`config.mk`:
```
export PLATFORM = sky130hd
export DESIGN_NAME = sar_rd_ctrl
export DESIGN_NICKNAME = d
export VERILOG_FILES = /design/src/rtl/sar_rd_pkg.sv /design/src/rtl/sar_rd_phase_cnt.sv /design/src/rtl/sar_rd_gap_timer.sv /design/src/rtl/sar_rd_shift.sv /design/src/rtl/sar_rd_ctrl.sv
export SDC_FILE = /design/constraint.sdc
export NUM_CORES = 1
export LEC_CHECK = 0
export BUFFER_PORTS_ARGS = -buffer_cell sky130_fd_sc_hd__buf_2
export CORE_MARGIN = 4
export CORE_UTILIZATION = 52
export CTS_CLUSTER_SIZE = 8
export DETAILED_ROUTE_END_ITERATION = 10
export PLACE_DENSITY = 0.75
export SYNTH_ARGS = -nofsm -noshare
export SYNTH_HDL_FRONTEND = slang
export SYNTH_SLANG_ARGS = --single-unit
```
`constraint.sdc`:
```
create_clock -name clk -period 1.9 [get_ports clk]
set_input_delay 0.095 -clock clk [delete_from_list [all_inputs] [get_ports clk]]
set_output_delay 0.095 -clock clk [all_outputs]
set_load 0.01 [all_outputs]
```
`src/rtl/sar_rd_pkg.sv`:
```
package sar_rd_pkg;

    // Controller sequence states
    typedef enum logic [2:0] {
        ST_IDLE   = 3'd0,
        ST_CONV   = 3'd1,
        ST_MSB    = 3'd2,
        ST_SCK_HI = 3'd3,
        ST_SCK_LO = 3'd4,
        ST_DONE   = 3'd5
    } rd_state_t;

endpackage

```
`src/rtl/sar_rd_phase_cnt.sv`:
```
// Counts cycles spent in one phase; done once LIMIT cycles have elapsed.
module sar_rd_phase_cnt #(
    parameter int LIMIT = 4
) (
    input  logic clk,
    input  logic rst,
    input  logic clr,
    input  logic en,
    output logic done
);
    localparam int CW = (LIMIT > 1) ? $clog2(LIMIT) : 1;

    logic [CW-1:0] cnt;

    assign done = (cnt == CW'(LIMIT - 1));

    always_ff @(posedge clk) begin
        if (rst || clr) begin
            cnt <= '0;
        end else if (en && !done) begin
            cnt <= cnt + 1'b1;
        end
    end

endmodule

```
`src/rtl/sar_rd_gap_timer.sv`:
```
// Enforces the minimum spacing between convert strobe rising edges.
module sar_rd_gap_timer #(
    parameter int CYCLE_MIN = 120
) (
    input  logic clk,
    input  logic rst,
    input  logic start,
    output logic ok
);
    localparam int GW = $clog2(CYCLE_MIN + 1);

    logic [GW-1:0] cnt;

    assign ok = (cnt >= GW'(CYCLE_MIN));

    always_ff @(posedge clk) begin
        if (rst) begin
            cnt <= GW'(CYCLE_MIN);
        end else if (start) begin
            cnt <= GW'(1);
        end else if (!ok) begin
            cnt <= cnt + 1'b1;
        end
    end

endmodule

```
`src/rtl/sar_rd_shift.sv`:
```
// Serial-in shift register; the first captured bit ends up as the MSB.
module sar_rd_shift #(
    parameter int DATA_W = 16
) (
    input  logic              clk,
    input  logic              rst,
    input  logic              cap,
    input  logic              sdi,
    output logic [DATA_W-1:0] word
);
    always_ff @(posedge clk) begin
        if (rst) begin
            word <= '0;
        end else if (cap) begin
            word <= {word[DATA_W-2:0], sdi};
        end
    end

endmodule

```
`src/rtl/sar_rd_ctrl.sv`:
```
module sar_rd_ctrl
    import sar_rd_pkg::*;
#(
    parameter int DATA_W      = 16,
    parameter int SCK_DIV     = 2,
    parameter int CONV_CYCLES = 50,
    parameter int CYCLE_MIN   = 120
) (
    input  logic              clk,
    input  logic              rst,
    input  logic              start_req,
    input  logic              tick,
    input  logic              adc_sdo,
    output logic              adc_cnv,
    output logic              adc_sck,
    output logic [DATA_W-1:0] sample_data,
    output logic              sample_valid,
    output logic              busy
);
    localparam int FW = $clog2(DATA_W + 1);

    rd_state_t         state, state_nx;
    logic              req, pend, gap_ok, go;
    logic              conv_done, half_done, last_fall;
    logic              phase_clr, conv_en, half_en;
    logic              conv_start, cap, load_res, fall_step;
    logic [FW-1:0]     fall_cnt;
    logic [DATA_W-1:0] shift_word;

    assign req       = start_req | tick;
    assign go        = (req | pend) & gap_ok;
    assign last_fall = (fall_cnt == FW'(DATA_W - 1));
    assign phase_clr = (state_nx != state);

    // State register
    always_ff @(posedge clk) begin
        if (rst) begin
            state <= ST_IDLE;
        end else begin
            state <= state_nx;
        end
    end

    // Next-state logic
    always_comb begin
        state_nx = state;
        unique case (state)
            ST_IDLE:   if (go)        state_nx = ST_CONV;
            ST_CONV:   if (conv_done) state_nx = ST_MSB;
            ST_MSB:                   state_nx = ST_SCK_HI;
            ST_SCK_HI: if (half_done) state_nx = last_fall ? ST_DONE : ST_SCK_LO;
            ST_SCK_LO: if (half_done) state_nx = ST_SCK_HI;
            ST_DONE:                  state_nx = ST_IDLE;
            default:                  state_nx = ST_IDLE;
        endcase
    end

    // Output and control decode
    always_comb begin
        adc_cnv      = 1'b0;
        adc_sck      = 1'b0;
        busy         = 1'b0;
        sample_valid = 1'b0;
        conv_en      = 1'b0;
        half_en      = 1'b0;
        conv_start   = 1'b0;
        cap          = 1'b0;
        load_res     = 1'b0;
        fall_step    = 1'b0;
        unique case (state)
            ST_IDLE: begin
                conv_start = go;
            end
            ST_CONV: begin
                adc_cnv = 1'b1;
                busy    = 1'b1;
                conv_en = 1'b1;
            end
            ST_MSB: begin
                busy = 1'b1;
                cap  = 1'b1;
            end
            ST_SCK_HI: begin
                adc_sck   = 1'b1;
                busy      = 1'b1;
                half_en   = 1'b1;
                fall_step = half_done;
                load_res  = half_done & last_fall;
            end
            ST_SCK_LO: begin
                busy    = 1'b1;
                half_en = 1'b1;
                cap     = half_done;
            end
            ST_DONE: begin
                sample_valid = 1'b1;
            end
            default: begin
                busy = 1'b0;
            end
        endcase
    end

    // Count of serial clock falling edges in this readout
    always_ff @(posedge clk) begin
        if (rst || conv_start) begin
            fall_cnt <= '0;
        end else if (fall_step) begin
            fall_cnt <= fall_cnt + 1'b1;
        end
    end

    // One-deep pending request
    always_ff @(posedge clk) begin
        if (rst || conv_start) begin
            pend <= 1'b0;
        end else if (req) begin
            pend <= 1'b1;
        end
    end

    // Result register, held until the next readout finishes
    always_ff @(posedge clk) begin
        if (rst) begin
            sample_data <= '0;
        end else if (load_res) begin
            sample_data <= shift_word;
        end
    end

    sar_rd_phase_cnt #(.LIMIT(CONV_CYCLES)) u_conv_cnt (
        .clk  (clk),
        .rst  (rst),
        .clr  (phase_clr),
        .en   (conv_en),
        .done (conv_done)
    );

    sar_rd_phase_cnt #(.LIMIT(SCK_DIV)) u_half_cnt (
        .clk  (clk),
        .rst  (rst),
        .clr  (phase_clr),
        .en   (half_en),
        .done (half_done)
    );

    sar_rd_gap_timer #(.CYCLE_MIN(CYCLE_MIN)) u_gap (
        .clk   (clk),
        .rst   (rst),
        .start (conv_start),
        .ok    (gap_ok)
    );

    sar_rd_shift #(.DATA_W(DATA_W)) u_shift (
        .clk  (clk),
        .rst  (rst),
        .cap  (cap),
        .sdi  (adc_sdo),
        .word (shift_word)
    );

endmodule

```
==> results.txt <==
----------------------------------------------------
[Synth]
  Simple-gate share of the synthesized area ... 22.73%
  Count of warnings emitted by yosys ... 0
  Cell count after synthesis ... approximately 260
  Post-synthesis compound-gate area fraction ... approximately 11%
  Largest family of logic cells by synthesized area ... simple AND/OR/NAND/NOR gates
  Post-synth top flop ... sky130_fd_sc_hd__dfxtp_1
  #FFs+latches synth ... between 50 and 60
  Fraction of registers with async set or reset after synthesis ... 0%
  Register area share after synthesis ... 47.62%
  Netlist area before placement ... 2312 um^2
  Syn avg cell area ... slightly below 9 um^2
  Number of flops mapped to enable cells by yosys ... 0
  Synth Net Count ... 272
  Number of distinct standard cells referenced by the synthesized netlist ... 38
  Post-synthesis xor/xnor area fraction ... 3.788%
  Adder-Cell Fraction of Synth Area ... 3.247%
  Mux contribution to synthesized area ... 7.792%

[Hold path]
  Hold path startpoint ... adc_sdo
  Hold Path Class ... in2reg

[Die]
  Cell row count ... 23
  Overall die height ... ~75 um
  Core area ... 4144 um^2
  Die width ... 74.68 um
  Initial Utilization ... 55.80%
  DIE AREA ... 5577 um^2
  Number of placed I/O pins ... 25

[Clock network]
  Number of buffers inserted during clock tree synthesis ... 5
  Clock Tree Root ... sky130_fd_sc_hd__clkbuf_8
  Clock sinks ... 55
  Clock H-tree levels ... 2
  Worst-path clk slew ... 0.09 ns
  Setup Buffers After CTS ... 0
  Clk Latency, worst-skew pair ... 0.30 ns
  CTS max path bufs ... 2
  TritonCTS clock tree ... yes
  Count of hold buffers inserted by post-cts repair ... 0

[Cells and area]
  Antenna cell count ... 0
  Fill cell total of the finished layout ... between 300 and 400
  Growth of design area from synthesis to finish ... 17.37%
  Final Non-Filler Cells ... 352
  Fraction of final layout cells sized beyond drive strength 1 ... a little under a quarter
  # nets final ... 312

[Routing]
  Vias ... 1808
  Detailed-route vias per instance ... 5.136
  First-pass DRT Iterations ... 4
  Drt total wl ... around 4200 um
  Residual DRC count ... 0
  Wire per inst ... 11.92 um
  Antenna viol nets, final ... 0
  1st-iter DRT viols ... 98

[Setup path]
  Setup crit end kind ... flop
  CP Data Required Time ... 2.13 ns
  Category of the critical setup timing path ... reg2reg
  Data arrival time of the worst path ... 2.11 ns
  Sort of element at the start of the critical path ... flop
  R2R Path Start ... u_conv_cnt.cnt[1]
  Launching instance or port of the critical path ... u_conv_cnt.cnt[1]
  Top fanout value on the critical path ... 6

[Placed design]
  Gp weighted congestion ... 0.8382
  IO Port Bufs ... 24
  Number of placed instances with taps included ... 344
  Detailed Place HPWL ... 2962 um

[Power and ir drop]
  Total power of the final layout ... ~2.5 mW
  Ratio of total power to cell area ... 939.5 nW/um^2
  Static leakage power ... 1.048 nW
  Worst supply voltage drop on vdd ... about 0.47 mV

[STA]
  Worst slew margin relative to its limit ... 77.64%
  RSZ-0062 raised after global routing ... true
  Final count of negative-setup-slack endpoints ... 0
  Final cycle utilization of the critical path ... 98.92%
  Final critical delay including setup and external delays ... 1.880 ns
  Max Transition Viols Final ... 0
  Maximum clock rate ... 532.0 MHz
  Final hold violation count ... 0
  Skew final ... 0.003694 ns
  Worst slew pin tran ... 0.3346 ns

[Global route]
  Wire length of the first global-routing pass ... roughly 7000 um
  Pin count of the biggest net entering global routing ... 32
  GRT Residual Overflow ... 0
  Number of global-route vias before repair ... approximately 1600
  Overall Global Routing Usage ... 16.05%
  Antenna violations before repair ... 0

[Outcome]
  Result of the run ... finished clean

[Run]
  Max-Cap Viols ... 0

----------------------------------------------------
cell families (layout without fill, tap and decap cells):
logic type                 after synthesis  after routing
and+or+nand+nor                        113            113
muxes                                   18             18
AOI/OAI and AO/OA                       39             39
DFF                                     55             55
adders and majority gates                6              6
xor gates and xnor gates                10             10
buffers and inverters                   20             61
state kept, by name, summed over array words and instances, names as in the netlist:
signal / cells
u_conv_cnt.cnt: 6
fall_cnt: 5
pend: 1
u_shift.word: 16
sample_data: 16
state: 3
u_gap.cnt: 7
u_half_cnt.done: 1
area by class of cell:
class | instances | area [um^2] | area share (%)
inverters | 8 | 30.03 | 1.107
flip-flops and latches | 55 | 1105 | 40.71
well taps | 50 | 62.56 | 2.305
repair buffers | 45 | 277.8 | 10.24
clock inverters | 2 | 12.51 | 0.4610
multi-input cells | 186 | 1154 | 42.51
clock buffers | 6 | 72.57 | 2.674
path summary, 6_finish.rpt:
check	endpoint	slack, ns	cells past startpoint
min reg2reg	sample_data[0]	0.45	2
max	u_conv_cnt.cnt[1]	0.02	7
max reg2reg	u_conv_cnt.cnt[1]	0.02	7
min	u_shift.word[0]	0.03	3
routing by layer:
metal  track usage (%)  vias up  routed length (um)
met5                 0        -                   0
met4             5.929        0                  60
met3             3.738        7                 120
met2             25.76       22                2005
met1             21.15      819                2010
li1                  -      960                   -
timing repair:
action / CTS / global route
setup endpoints to repair: 1 / 7
pin swaps: 7 / 2
gates resized for setup: 8 / 0
per-stage QoR:
step | hold WS [ns] | instance area [um^2] | utilization (%) | setup TNS (ns) | setup WS (ns)
3_3_place_gp | 0.3404 | 2603 | 62.80 | -0.01672 | -0.01672
2_1_floorplan | 0.2422 | 2316 | - | 0 | 0.01080
5_1_grt | 0.07313 | 2714 | 65.49 | -0.04732 | -0.03541
6_report | 0.02914 | 2714 | 65.49 | 0 | 0.02045
3_5_place_dp | 0.3468 | 2603 | 62.80 | -0.06455 | -0.06455
4_1_cts | 0.02782 | 2714 | 65.49 | -0.05974 | -0.05420
synth_stat cells (2+ instances only):
library cell | count | area (um^2)
sky130_fd_sc_hd__inv_1 | 8 | 30.03
sky130_fd_sc_hd__nand2_1 | 40 | 150.1
sky130_fd_sc_hd__xnor2_1 | 4 | 35.03
sky130_fd_sc_hd__nand3_1 | 2 | 10.01
sky130_fd_sc_hd__nor3b_1 | 2 | 15.01
sky130_fd_sc_hd__ha_1 | 6 | 75.07
sky130_fd_sc_hd__o21bai_1 | 3 | 22.52
sky130_fd_sc_hd__a211o_1 | 2 | 17.52
sky130_fd_sc_hd__xor2_1 | 6 | 52.55
sky130_fd_sc_hd__a21oi_1 | 21 | 105.1
sky130_fd_sc_hd__a211oi_1 | 3 | 22.52
sky130_fd_sc_hd__nand4_1 | 4 | 25.02
sky130_fd_sc_hd__and3_1 | 5 | 31.28
sky130_fd_sc_hd__mux2i_1 | 18 | 180.2
sky130_fd_sc_hd__clkbuf_1 | 7 | 26.28
sky130_fd_sc_hd__dfxtp_1 | 55 | 1101
sky130_fd_sc_hd__buf_2 | 4 | 20.02
sky130_fd_sc_hd__nor3_1 | 9 | 45.04
sky130_fd_sc_hd__o21ai_0 | 3 | 15.01
sky130_fd_sc_hd__nor2_1 | 41 | 153.9
worst max-delay path, cell delays in order, from the launching register on:
cell and delay, ns:
sky130_fd_sc_hd__dfxtp_1 0.32, sky130_fd_sc_hd__inv_1 0.05, sky130_fd_sc_hd__ha_2 0.18, sky130_fd_sc_hd__nand4bb_4 0.12, sky130_fd_sc_hd__o21a_4 0.21, sky130_fd_sc_hd__or4_4 0.53
sky130_fd_sc_hd__o21ba_4 0.24, sky130_fd_sc_hd__a211oi_2 0.14
cells in the final DEF (no fill, tap or decap), drive strengths merged:
| master | Yosys | layout |
|---|---|---|
| dfxtp | 55 | 55 |
| buf | 5 | 45 |
| nor2 | 41 | 41 |
| nand2 | 40 | 40 |
| a21oi | 22 | 22 |
| mux2i | 18 | 18 |
| nor3 | 9 | 9 |
| inv | 8 | 8 |
| xor2 | 6 | 6 |
| clkbuf | 7 | 6 |
| ha | 6 | 6 |
| and3 | 5 | 5 |
| xnor2 | 4 | 4 |
| nand4 | 4 | 4 |
| a211oi | 4 | 4 |
| o21ai | 3 | 3 |
| o21bai | 3 | 3 |
| nor3b | 2 | 2 |
| nand3 | 2 | 2 |
| a211o | 2 | 2 |
| nand2b | 1 | 1 |
| or3 | 1 | 1 |
| nand4bb | 1 | 1 |
| o22a | 1 | 1 |
| o21a | 1 | 1 |
| nand3b | 1 | 1 |
| or4 | 1 | 1 |
| nor2b | 1 | 1 |
| nor4 | 1 | 1 |
| nor4b | 1 | 1 |
| o21ba | 1 | 1 |
| or2 | 1 | 1 |
| and2 | 1 | 1 |
| a31oi | 1 | 1 |
| o2111ai | 1 | 1 |
| clkinvlp | 0 | 1 |
| clkinv | 0 | 1 |
power by group:
part	internal, mW	total, mW	switching [mW]
Clock	0.258	0.615	0.357
Sequential	1.24	1.31	0.0717
Combinational	0.310	0.627	0.317
Total	1.80	2.55	0.745
(Power assumes the default switching activity.)
